===== src/rtl/sir_rate_pkg.sv =====
package sir_rate_pkg;

  typedef enum logic [1:0] {
    IDLE_OFF   = 2'd0,
    IDLE_SHORT = 2'd1,
    IDLE_LONG  = 2'd2,
    IDLE_BAD   = 2'd3
  } idle_sel_e;

endpackage


===== src/rtl/sir_prescaler.sv =====
module sir_prescaler #(
  parameter int DIV = 26
) (
  input  logic clk,
  input  logic rst_n,
  output logic pre_tick
);
  localparam int W = (DIV > 1) ? $clog2(DIV) : 1;
  localparam logic [W-1:0] LAST = W'(DIV - 1);

  logic [W-1:0] pre_q, pre_d;

  always_comb begin
    pre_tick = (pre_q == LAST);
    if (pre_tick) pre_d = '0;
    else          pre_d = pre_q + 1'b1;
  end

  always_ff @(posedge clk or negedge rst_n) begin
    if (!rst_n) pre_q <= '0;
    else        pre_q <= pre_d;
  end


  prescale_range_chk: assert property (@(posedge clk) disable iff (!rst_n)
    pre_q <= LAST);


  prescale_gap_chk: assert property (@(posedge clk) disable iff (!rst_n)
    pre_tick |=> !pre_tick);

endmodule


===== src/rtl/sir_rate_div.sv =====
module sir_rate_div #(
  parameter int CNT_W = 6
) (
  input  logic             clk,
  input  logic             rst_n,
  input  logic             step,
  input  logic [CNT_W-1:0] reload_val,
  output logic             fire,
  output logic             sample_tick
);
  logic [CNT_W-1:0] div_q, div_d;
  logic             smp_q;

  always_comb begin
    fire  = step && (div_q == '0);
    div_d = div_q;
    if (step) begin
      if (div_q == '0) div_d = reload_val;
      else             div_d = div_q - 1'b1;
    end
  end

  always_ff @(posedge clk or negedge rst_n) begin
    if (!rst_n) begin
      div_q <= '0;
      smp_q <= 1'b0;
    end else begin
      div_q <= div_d;
      smp_q <= fire;
    end
  end

  assign sample_tick = smp_q;


  reload_take_chk: assert property (@(posedge clk) disable iff (!rst_n)
    fire |=> (div_q == $past(reload_val)));


  sample_gap_chk: assert property (@(posedge clk) disable iff (!rst_n)
    sample_tick |=> !sample_tick);

endmodule


===== src/rtl/sir_bit_phase.sv =====
module sir_bit_phase #(
  parameter int OVS = 16
) (
  input  logic clk,
  input  logic rst_n,
  input  logic fire,
  output logic bit_fire,
  output logic bit_tick
);
  localparam int W = (OVS > 1) ? $clog2(OVS) : 1;
  localparam logic [W-1:0] LAST = W'(OVS - 1);

  logic [W-1:0] ph_q, ph_d;
  logic         bit_q;

  always_comb begin
    bit_fire = fire && (ph_q == LAST);
    ph_d     = ph_q;
    if (fire) begin
      if (bit_fire) ph_d = '0;
      else          ph_d = ph_q + 1'b1;
    end
  end

  always_ff @(posedge clk or negedge rst_n) begin
    if (!rst_n) begin
      ph_q  <= '0;
      bit_q <= 1'b0;
    end else begin
      ph_q  <= ph_d;
      bit_q <= bit_fire;
    end
  end

  assign bit_tick = bit_q;


  phase_range_chk: assert property (@(posedge clk) disable iff (!rst_n)
    ph_q <= LAST);

endmodule


===== src/rtl/sir_idle_timer.sv =====
module sir_idle_timer
  import sir_rate_pkg::*;
#(
  parameter int SHORT_BITS = 8,
  parameter int LONG_BITS  = 16
) (
  input  logic       clk,
  input  logic       rst_n,
  input  logic       bit_fire,
  input  logic       line_act,
  input  logic       slow_mode,
  input  logic [1:0] sel,
  output logic       timeout_pulse
);
  localparam int IW = $clog2(LONG_BITS + 1) + 1;
  localparam logic [IW-1:0] SAT = IW'(LONG_BITS);

  idle_sel_e     eff_sel;
  logic [IW-1:0] limit;
  logic [IW-1:0] idle_q, idle_d;
  logic          armed_q, armed_d;
  logic          hit;
  logic          tmo_q;

  always_comb begin
    eff_sel = slow_mode ? idle_sel_e'(sel) : IDLE_OFF;
    case (eff_sel)
      IDLE_SHORT: limit = IW'(SHORT_BITS);
      IDLE_LONG:  limit = IW'(LONG_BITS);
      default:    limit = '0;
    endcase
  end

  always_comb begin
    hit = bit_fire && armed_q && !line_act && (limit != '0) &&
          ((idle_q + 1'b1) >= limit);
    idle_d = idle_q;
    if (line_act)                     idle_d = '0;
    else if (bit_fire && idle_q != SAT) idle_d = idle_q + 1'b1;
    armed_d = armed_q;
    if (line_act) armed_d = 1'b1;
    else if (hit) armed_d = 1'b0;
  end

  always_ff @(posedge clk or negedge rst_n) begin
    if (!rst_n) begin
      idle_q  <= '0;
      armed_q <= 1'b1;
      tmo_q   <= 1'b0;
    end else begin
      idle_q  <= idle_d;
      armed_q <= armed_d;
      tmo_q   <= hit;
    end
  end

  assign timeout_pulse = tmo_q;


  tmo_single_chk: assert property (@(posedge clk) disable iff (!rst_n)
    timeout_pulse |=> !timeout_pulse);


  tmo_mode_chk: assert property (@(posedge clk) disable iff (!rst_n)
    !slow_mode |=> !timeout_pulse);


  tmo_act_chk: assert property (@(posedge clk) disable iff (!rst_n)
    line_act |=> !timeout_pulse);


  tmo_off_chk: assert property (@(posedge clk) disable iff (!rst_n)
    (sel == 2'd0 || sel == 2'd3) |=> !timeout_pulse);

endmodule


===== src/rtl/sir_rate_gen.sv =====
module sir_rate_gen #(
  parameter int PRESCALE   = 26,
  parameter int CNT_W      = 6,
  parameter int OVS        = 16,
  parameter int SHORT_BITS = 8,
  parameter int LONG_BITS  = 16
) (
  input  logic             clk,
  input  logic             rst_n,
  input  logic [CNT_W-1:0] rate_cnt,
  input  logic [1:0]       idle_sel,
  input  logic             slow_mode,
  input  logic             line_act,
  output logic             sample_tick,
  output logic             bit_tick,
  output logic             timeout_pulse
);
  logic [1:0] rst_sync_q;
  logic       rst_core_n;
  logic       pre_tick;
  logic       fire;
  logic       bit_fire;

  always_ff @(posedge clk or negedge rst_n) begin
    if (!rst_n) rst_sync_q <= 2'b00;
    else        rst_sync_q <= {rst_sync_q[0], 1'b1};
  end
  assign rst_core_n = rst_sync_q[1];

  sir_prescaler #(.DIV(PRESCALE)) u_pre (
    .clk      (clk),
    .rst_n    (rst_core_n),
    .pre_tick (pre_tick)
  );

  sir_rate_div #(.CNT_W(CNT_W)) u_div (
    .clk         (clk),
    .rst_n       (rst_core_n),
    .step        (pre_tick),
    .reload_val  (rate_cnt),
    .fire        (fire),
    .sample_tick (sample_tick)
  );

  sir_bit_phase #(.OVS(OVS)) u_phase (
    .clk      (clk),
    .rst_n    (rst_core_n),
    .fire     (fire),
    .bit_fire (bit_fire),
    .bit_tick (bit_tick)
  );

  sir_idle_timer #(.SHORT_BITS(SHORT_BITS), .LONG_BITS(LONG_BITS)) u_idle (
    .clk           (clk),
    .rst_n         (rst_core_n),
    .bit_fire      (bit_fire),
    .line_act      (line_act),
    .slow_mode     (slow_mode),
    .sel           (idle_sel),
    .timeout_pulse (timeout_pulse)
  );


  bit_on_sample_chk: assert property (@(posedge clk) disable iff (!rst_n)
    bit_tick |-> sample_tick);


  tmo_on_bit_chk: assert property (@(posedge clk) disable iff (!rst_n)
    timeout_pulse |-> bit_tick);


  reset_quiet_chk: assert property (@(posedge clk)
    !rst_n |-> (!sample_tick && !bit_tick && !timeout_pulse));

endmodule


===== config.mk =====
export PLATFORM = sky130hd
export DESIGN_NAME = sir_rate_gen
export DESIGN_NICKNAME = d
export VERILOG_FILES = /design/src/rtl/sir_rate_pkg.sv /design/src/rtl/sir_prescaler.sv /design/src/rtl/sir_rate_div.sv /design/src/rtl/sir_bit_phase.sv /design/src/rtl/sir_idle_timer.sv /design/src/rtl/sir_rate_gen.sv
export SDC_FILE = /design/constraint.sdc
export NUM_CORES = 1
export LEC_CHECK = 0
export BUFFER_PORTS_ARGS = -buffer_cell sky130_fd_sc_hd__buf_2
export CORE_AREA = 4 4 57 59
export DETAILED_ROUTE_END_ITERATION = 12
export DIE_AREA = 0 0 61 63
export GPL_ROUTABILITY_DRIVEN = 0
export GPL_TIMING_DRIVEN = 0
export PLACE_DENSITY_LB_ADDON = 0.12
export SLEW_MARGIN = 20
export SYNTH_ARGS = -nofsm -noshare
export SYNTH_HDL_FRONTEND = slang
export SYNTH_SLANG_ARGS = --single-unit
export TNS_END_PERCENT = 1

===== constraint.sdc =====
create_clock -name clk -period 2.15 [get_ports clk]
set_input_delay 0.1075 -clock clk [delete_from_list [all_inputs] [get_ports clk]]
set_output_delay 0.1075 -clock clk [all_outputs]
set_load 0.05 [all_outputs]

======== Word level (Yosys, flattened, before mapping) ========
Cells that the tools add are included.
Widths: inputs -> output; s select.
operators by class
  add/sub/neg operators ................... 4
  $lt $le $gt $ge ......................... 1
  eq/ne operators ......................... 5
  multiplexer cells ....................... 9
  reduce and logical (&&, ||, !) cells .... 12
operators with widths
  cell                 count
  $mux 6               3
  $pmux 5 s2           1
  $logic_and 1x1->1    7
  $add 6x1->6 const B  1
  $ge 6x5->1           1
  $logic_not 6->1      1
  $ne 6x5->1 const B   1
  $reduce_bool 6->1    1
  $sub 6x1->6 const B  1
  $add 5x1->5 const B  1
  $eq 5x5->1 const B   1
  $mux 5               1
  $add 4x1->4 const B  1
  $eq 4x4->1 const B   1
  $mux 4               1
  $reduce_bool 2->1    2
  $eq 2x1->1 const B   1
  $eq 2x2->1 const B   1
  $mux 1               2
  $mux 2               1
  $logic_not 1->1      1
storage, ports and cells
  bits in registers ....................... 27
  input port bits ......................... 12
  output and inout bits ................... 3

======== Longest topological paths before layout ========
  word-level depth ........................ 9
  depth in mapped cells ................... 8

======== Modules after synthesis ========
A second synthesis with hierarchy kept.
second synthesis, totals
  cell total of the unflattened synthesis .. 149
  area, all modules ....................... 1544.0 µm²
modules (own cells, without submodules)
  module          times used  cells each  area each (µm²)
  sir_idle_timer  1           60          580.6
  sir_rate_div    1           42          430.4
  sir_prescaler   1           24          266.5
  sir_bit_phase   1           20          212.7
  sir_rate_gen    1           3           53.8

======== Worst setup path after synthesis ========
No wires, ideal clock.
  path kind ............................... reg2reg
  start ................................... register u_pre.pre_q[1]
  end ..................................... register u_idle.idle_q[2]
  setup time .............................. 0.078 ns
  arrival time ............................ 2.054 ns
  required time ........................... 2.072 ns
  setup slack ............................. 0.018 ns
  stages on the path, launching flop included .. 8
  cells stage by stage .................... dfrtp_1 > inv_1 > ha_1 > nand4b_2 > or4_1 > buf_2 > or4_1 > a21oi_1
between the ends
  cells in the longest elaborated chain, start to end .. 5
ends and longest elaborated chain
  item                                line                  source
  start: declaration                  sir_prescaler.sv:11   logic [W-1:0] pre_q, pre_d;
  start signal: assignment            sir_prescaler.sv:21   else pre_q <= pre_d;
  $eq 5x5->1                          sir_prescaler.sv:14   pre_tick = (pre_q == LAST);
  $logic_and 1x1->1                   sir_rate_div.sv:15    fire = step && (div_q == '0);
  $logic_and 1x1->1                   sir_bit_phase.sv:17   bit_fire = fire && (ph_q == LAST);
  $logic_and 1x1->1                   sir_idle_timer.sv:39  else if (bit_fire && idle_q != SAT) idle_d = idle_q + 1'b1;
  $reduce_bool 2->1 (no source line)  n/a
  end signal: assignment              sir_idle_timer.sv:51  idle_q <= idle_d;
  end: declaration                    sir_idle_timer.sv:20  logic [IW-1:0] idle_q, idle_d;
Every way passes these cells.
A chain may end at the register's enable or synchronous reset.

======== Worst setup path in the final report ========
  start ................................... register u_div.div_q[4]
  end ..................................... register u_idle.idle_q[2]
between the ends
  cells in the longest elaborated chain, start to end .. 5
ends and longest elaborated chain
  item                                line                  source
  start: declaration                  sir_rate_div.sv:11    logic [CNT_W-1:0] div_q, div_d;
  start signal: assignment            sir_rate_div.sv:28    div_q <= div_d;
  $logic_not 6->1                     sir_rate_div.sv:15
  $logic_and 1x1->1                   sir_rate_div.sv:15
  $logic_and 1x1->1                   sir_bit_phase.sv:17
  $logic_and 1x1->1                   sir_idle_timer.sv:39
  $reduce_bool 2->1 (no source line)  n/a
Every way passes these cells.

==> summary.md <==
| Metric | Value |
|---|---|
| Root Buffer | clkbuf_4 |
| PortBufs | 13 |
| Largest cells by area after synthesis | dfrtp_1 (44%), ha_1 (10%), a21oi_1 (4.4%) |
| GR Util All Layers | 0.1728 |
| Leak Pwr | between 0.7 and 0.8 nW |
| RSZ-0062 raised after global routing | yes |
| Slew margin rel. | 0.6397 |
| Clk slew on worst S/H paths | 0.15 ns |
| Period utilization | 0.9929 |
| Fin Hold WS | 0.05052 ns |
| CTS buffer count | 3 |
| Startpoint types | flop |
| Area occupied by multi-input gates | roughly 790 um^2 |
| Number of fill cells | 231 |
| Switch Pwr | 0.1759 mW |
| Worst skew pair latency | 0.33 ns |
| Arr. time, crit path | 2.41 ns |
| Crit Path Category | reg -> reg |
| CTS max path bufs | 2 |
| Worst path required time | 2.42 ns |
| Grt total ovfl | 0 |
| Die ar. | 0.003843 mm^2 |
| Flop pwr share | 0.669 |
| Min Tclk post-route | 2.135 ns |
| Clk_skew | 0.009049 ns |
| Worst-path fanout max | 4 |
| Fin nets | 200 |
| CTS tree | built |
| Vias per inst | 5.573 |
| Drt total wl | 2831 um |
| Yosys warnings | 0 |
| Gate power share | 0.033 |
| FF-to-FF path depth | 5 |
| Largest net degree at the start of global routing | 26 |
| Max Clk Rate | roughly 0.47 GHz |
| Row count | 19 |
| Post-synthesis cell count | 152 |
| Count of final setup violators | 0 |
| Crit end category | flop |
| Sink Count | 27 |
| Clk pwr share | 0.297 |
| Vias | 1148 |
| Area fraction of the dominant cell type after synthesis | 0.4411 |
| Register bit total from synthesis | 27 |
| Share of post-route cells with drive strength above 1 | 0.2229 |
| Final Max Slew Viols | 0 |
| Worst reg2reg path endpoint | u_idle.idle_q[2] |
| Netlist Area Pre-Place | 0.001475 mm^2 |
| First-pass DRT Iterations | 4 |
| Routed length per instance | about 14 um |
| Sequential area share after synthesis | 0.4589 |
| CP endpoint | u_idle.idle_q[2] |
| Initial antenna violation count | 0 |
| Number of global-route vias before repair | 1203 |
| Reg-to-reg startpoint | u_div.div_q[4] |
| DR iter-0 viols | 63 |
| Layout area overhead | 16.54% |
| Register Area | 679.4 um^2 |
| Leading area contributor after synthesis | dfrtp_1 |
| EDFF count, synth | 0 |
| Die Width | approximately 60 um |
| Pint | roughly 0.60 mW |
| DRC | 0 |
| # placed instances | 196 |
| Min-Delay Path Class | in -> reg |
| Final Hold Viols | 0 |
| Sw Share | 0.2268 |
| Worst-Margin Slew | between 0.5 and 0.6 ns |
| Post-route cell area | 0.001719 mm^2 |
| Ant diodes | 0 |
| Ys flop type | dfrtp_1 |
| Worst Slack Setup Final | 0.01522 ns |
| Die height | 63 um |
| Starting Density | 0.5443 |
| Boundary pin count | 15 |
| Commonest cells post-synth | dfrtp_1 (26), a21oi_1 (13), ha_1 (12), inv_1 (12), nand2_1 (12) |
| Max Cap Viol | 0 |
| Overall power | around 0.78 mW |
| ANT nets after route | 0 |
| Pwr per Cell Area | 450.9 mW/mm^2 |
| First-pass GRT wire length | 5188 um |
| DPL Wire Length | 2084 um |
| Max IR drop VDD | 379.6 uV |
| Clock H-tree levels | 1 |
| Fraction of registers with async set/reset | 1.000 |
| Most common cell in the netlist | dfrtp_1 |
| Final cell count without fillers | 206 |
| Status | finished clean |
| Yosys cell types | ~40 |
| Placement Setup Slack | -0.2350 ns |
| Synth Net Count | ~180 |
| Core box area | 0.002710 mm^2 |
| CP startpoint | u_div.div_q[4] |
| Syn_area_per_cell | 9.705 um^2 |
| DP Area | 0.001579 mm^2 |
| Flop2flop setup slack | ~0.015 ns |
-- critical path, stage by stage, from the launching register on --
cell and delay [ns]:
dfrtp_1 0.41, or3_4 0.40, or4_4 0.52, buf_6 0.14, or4_1 0.48, a21oi_2 0.14
-- power by group through the flow --
stage	sequential, mW	clock, mW	combinational (mW)
floorplan	0.526	0	0.00978
global placement	0.529	0	0.0212
detailed placement	0.529	0	0.0228
CTS	0.520	0.244	0.0245
global route	0.521	0.272	0.0301
finish	0.519	0.230	0.0259
-- worst min path at each step --
stage,to,start,cells after the start,slack [ns]
floorplan,rst_sync_q[0],rst_n,0,-0.19
finish,u_div.div_q[1],rate_cnt[1],3,0.05
CTS,u_div.div_q[1],rate_cnt[1],3,0.04
detailed placement,rst_sync_q[0],rst_n,1,-0.11
global placement,rst_sync_q[0],rst_n,1,-0.11
global route,rst_sync_q[1],rst_n,2,0.03
-- metal layers --
metal	share of wire	GRT usage	up-vias
li1	-	-	583
met1	0.43	0.2073	549
met2	0.54	0.3088	14
met3	0.023	0.02686	2
met4	0.0071	0.04607	0
met5	0	0	-
-- logic make-up after synthesis --
logic type | synth area share
muxes | 0.006786
other | 0.002542
AOI/OAI and AO/OA | 0.1629
adders and majority gates | 0.1018
and+or+nand+nor | 0.1807
xor gates and xnor gates | 0.04750
DFF | 0.4589
buffers and inverters | 0.03901
-- metrics by stage --
stage,TNS [ns],util
after floorplan,0,-
after global placement,-0.1258,0.5826
after detailed placement,-0.3198,0.5826
after CTS,0,0.6274
after global routing,-0.07944,0.6343
final,0,0.6343
-- area by class of cell --
type,count,share of cell area
clock inverter,1,0.005095
clock buffer,3,0.01310
inverter,12,0.02620
sequential,27,0.3952
timing repair buffer,20,0.06987
multi-input combinational,110,0.4592
tap,31,0.02256
buffer,2,0.008734
-- cells in the final DEF (no fill, tap or decap), types with 2 or more instances in the layout --
cell,synthesis,routed
a21oi_1,13,12
a22oi_1,2,2
a41oi_1,2,2
and2_1,2,2
buf_2,1,13
buf_4,0,6
clkbuf_4,0,3
dfrtp_1,26,24
dfrtp_2,0,2
ha_1,12,11
inv_1,12,11
nand2_1,12,12
nand2b_1,2,2
nand3_1,8,8
nor2_1,10,10
nor3_1,3,3
o21ai_0,10,10
or2_2,3,3
or3_1,2,2
xnor2_1,5,4
xor2_1,3,3
-- registers in the layout (all words and copies together) (netlist names), 2 cells and up --
register / count
u_idle.idle_q: 6
rst_sync_q: 2
u_phase.ph_q: 4
u_div.div_q: 6
u_pre.pre_q: 5
-- repair_timing --
| action | CTS | global route |
|---|---|---|
| endpoints found under the hold margin | 2 | 0 |
| resized for setup | 7 | 6 |
| setup endpoints to repair | 5 | 8 |
| cloned | 0 | 0 |
| setup buffers | 6 | 0 |
| hold buffers | 1 | 0 |
| pin swaps | 1 | 1 |
No activity file was read; power rests on OpenSTA's default activity.
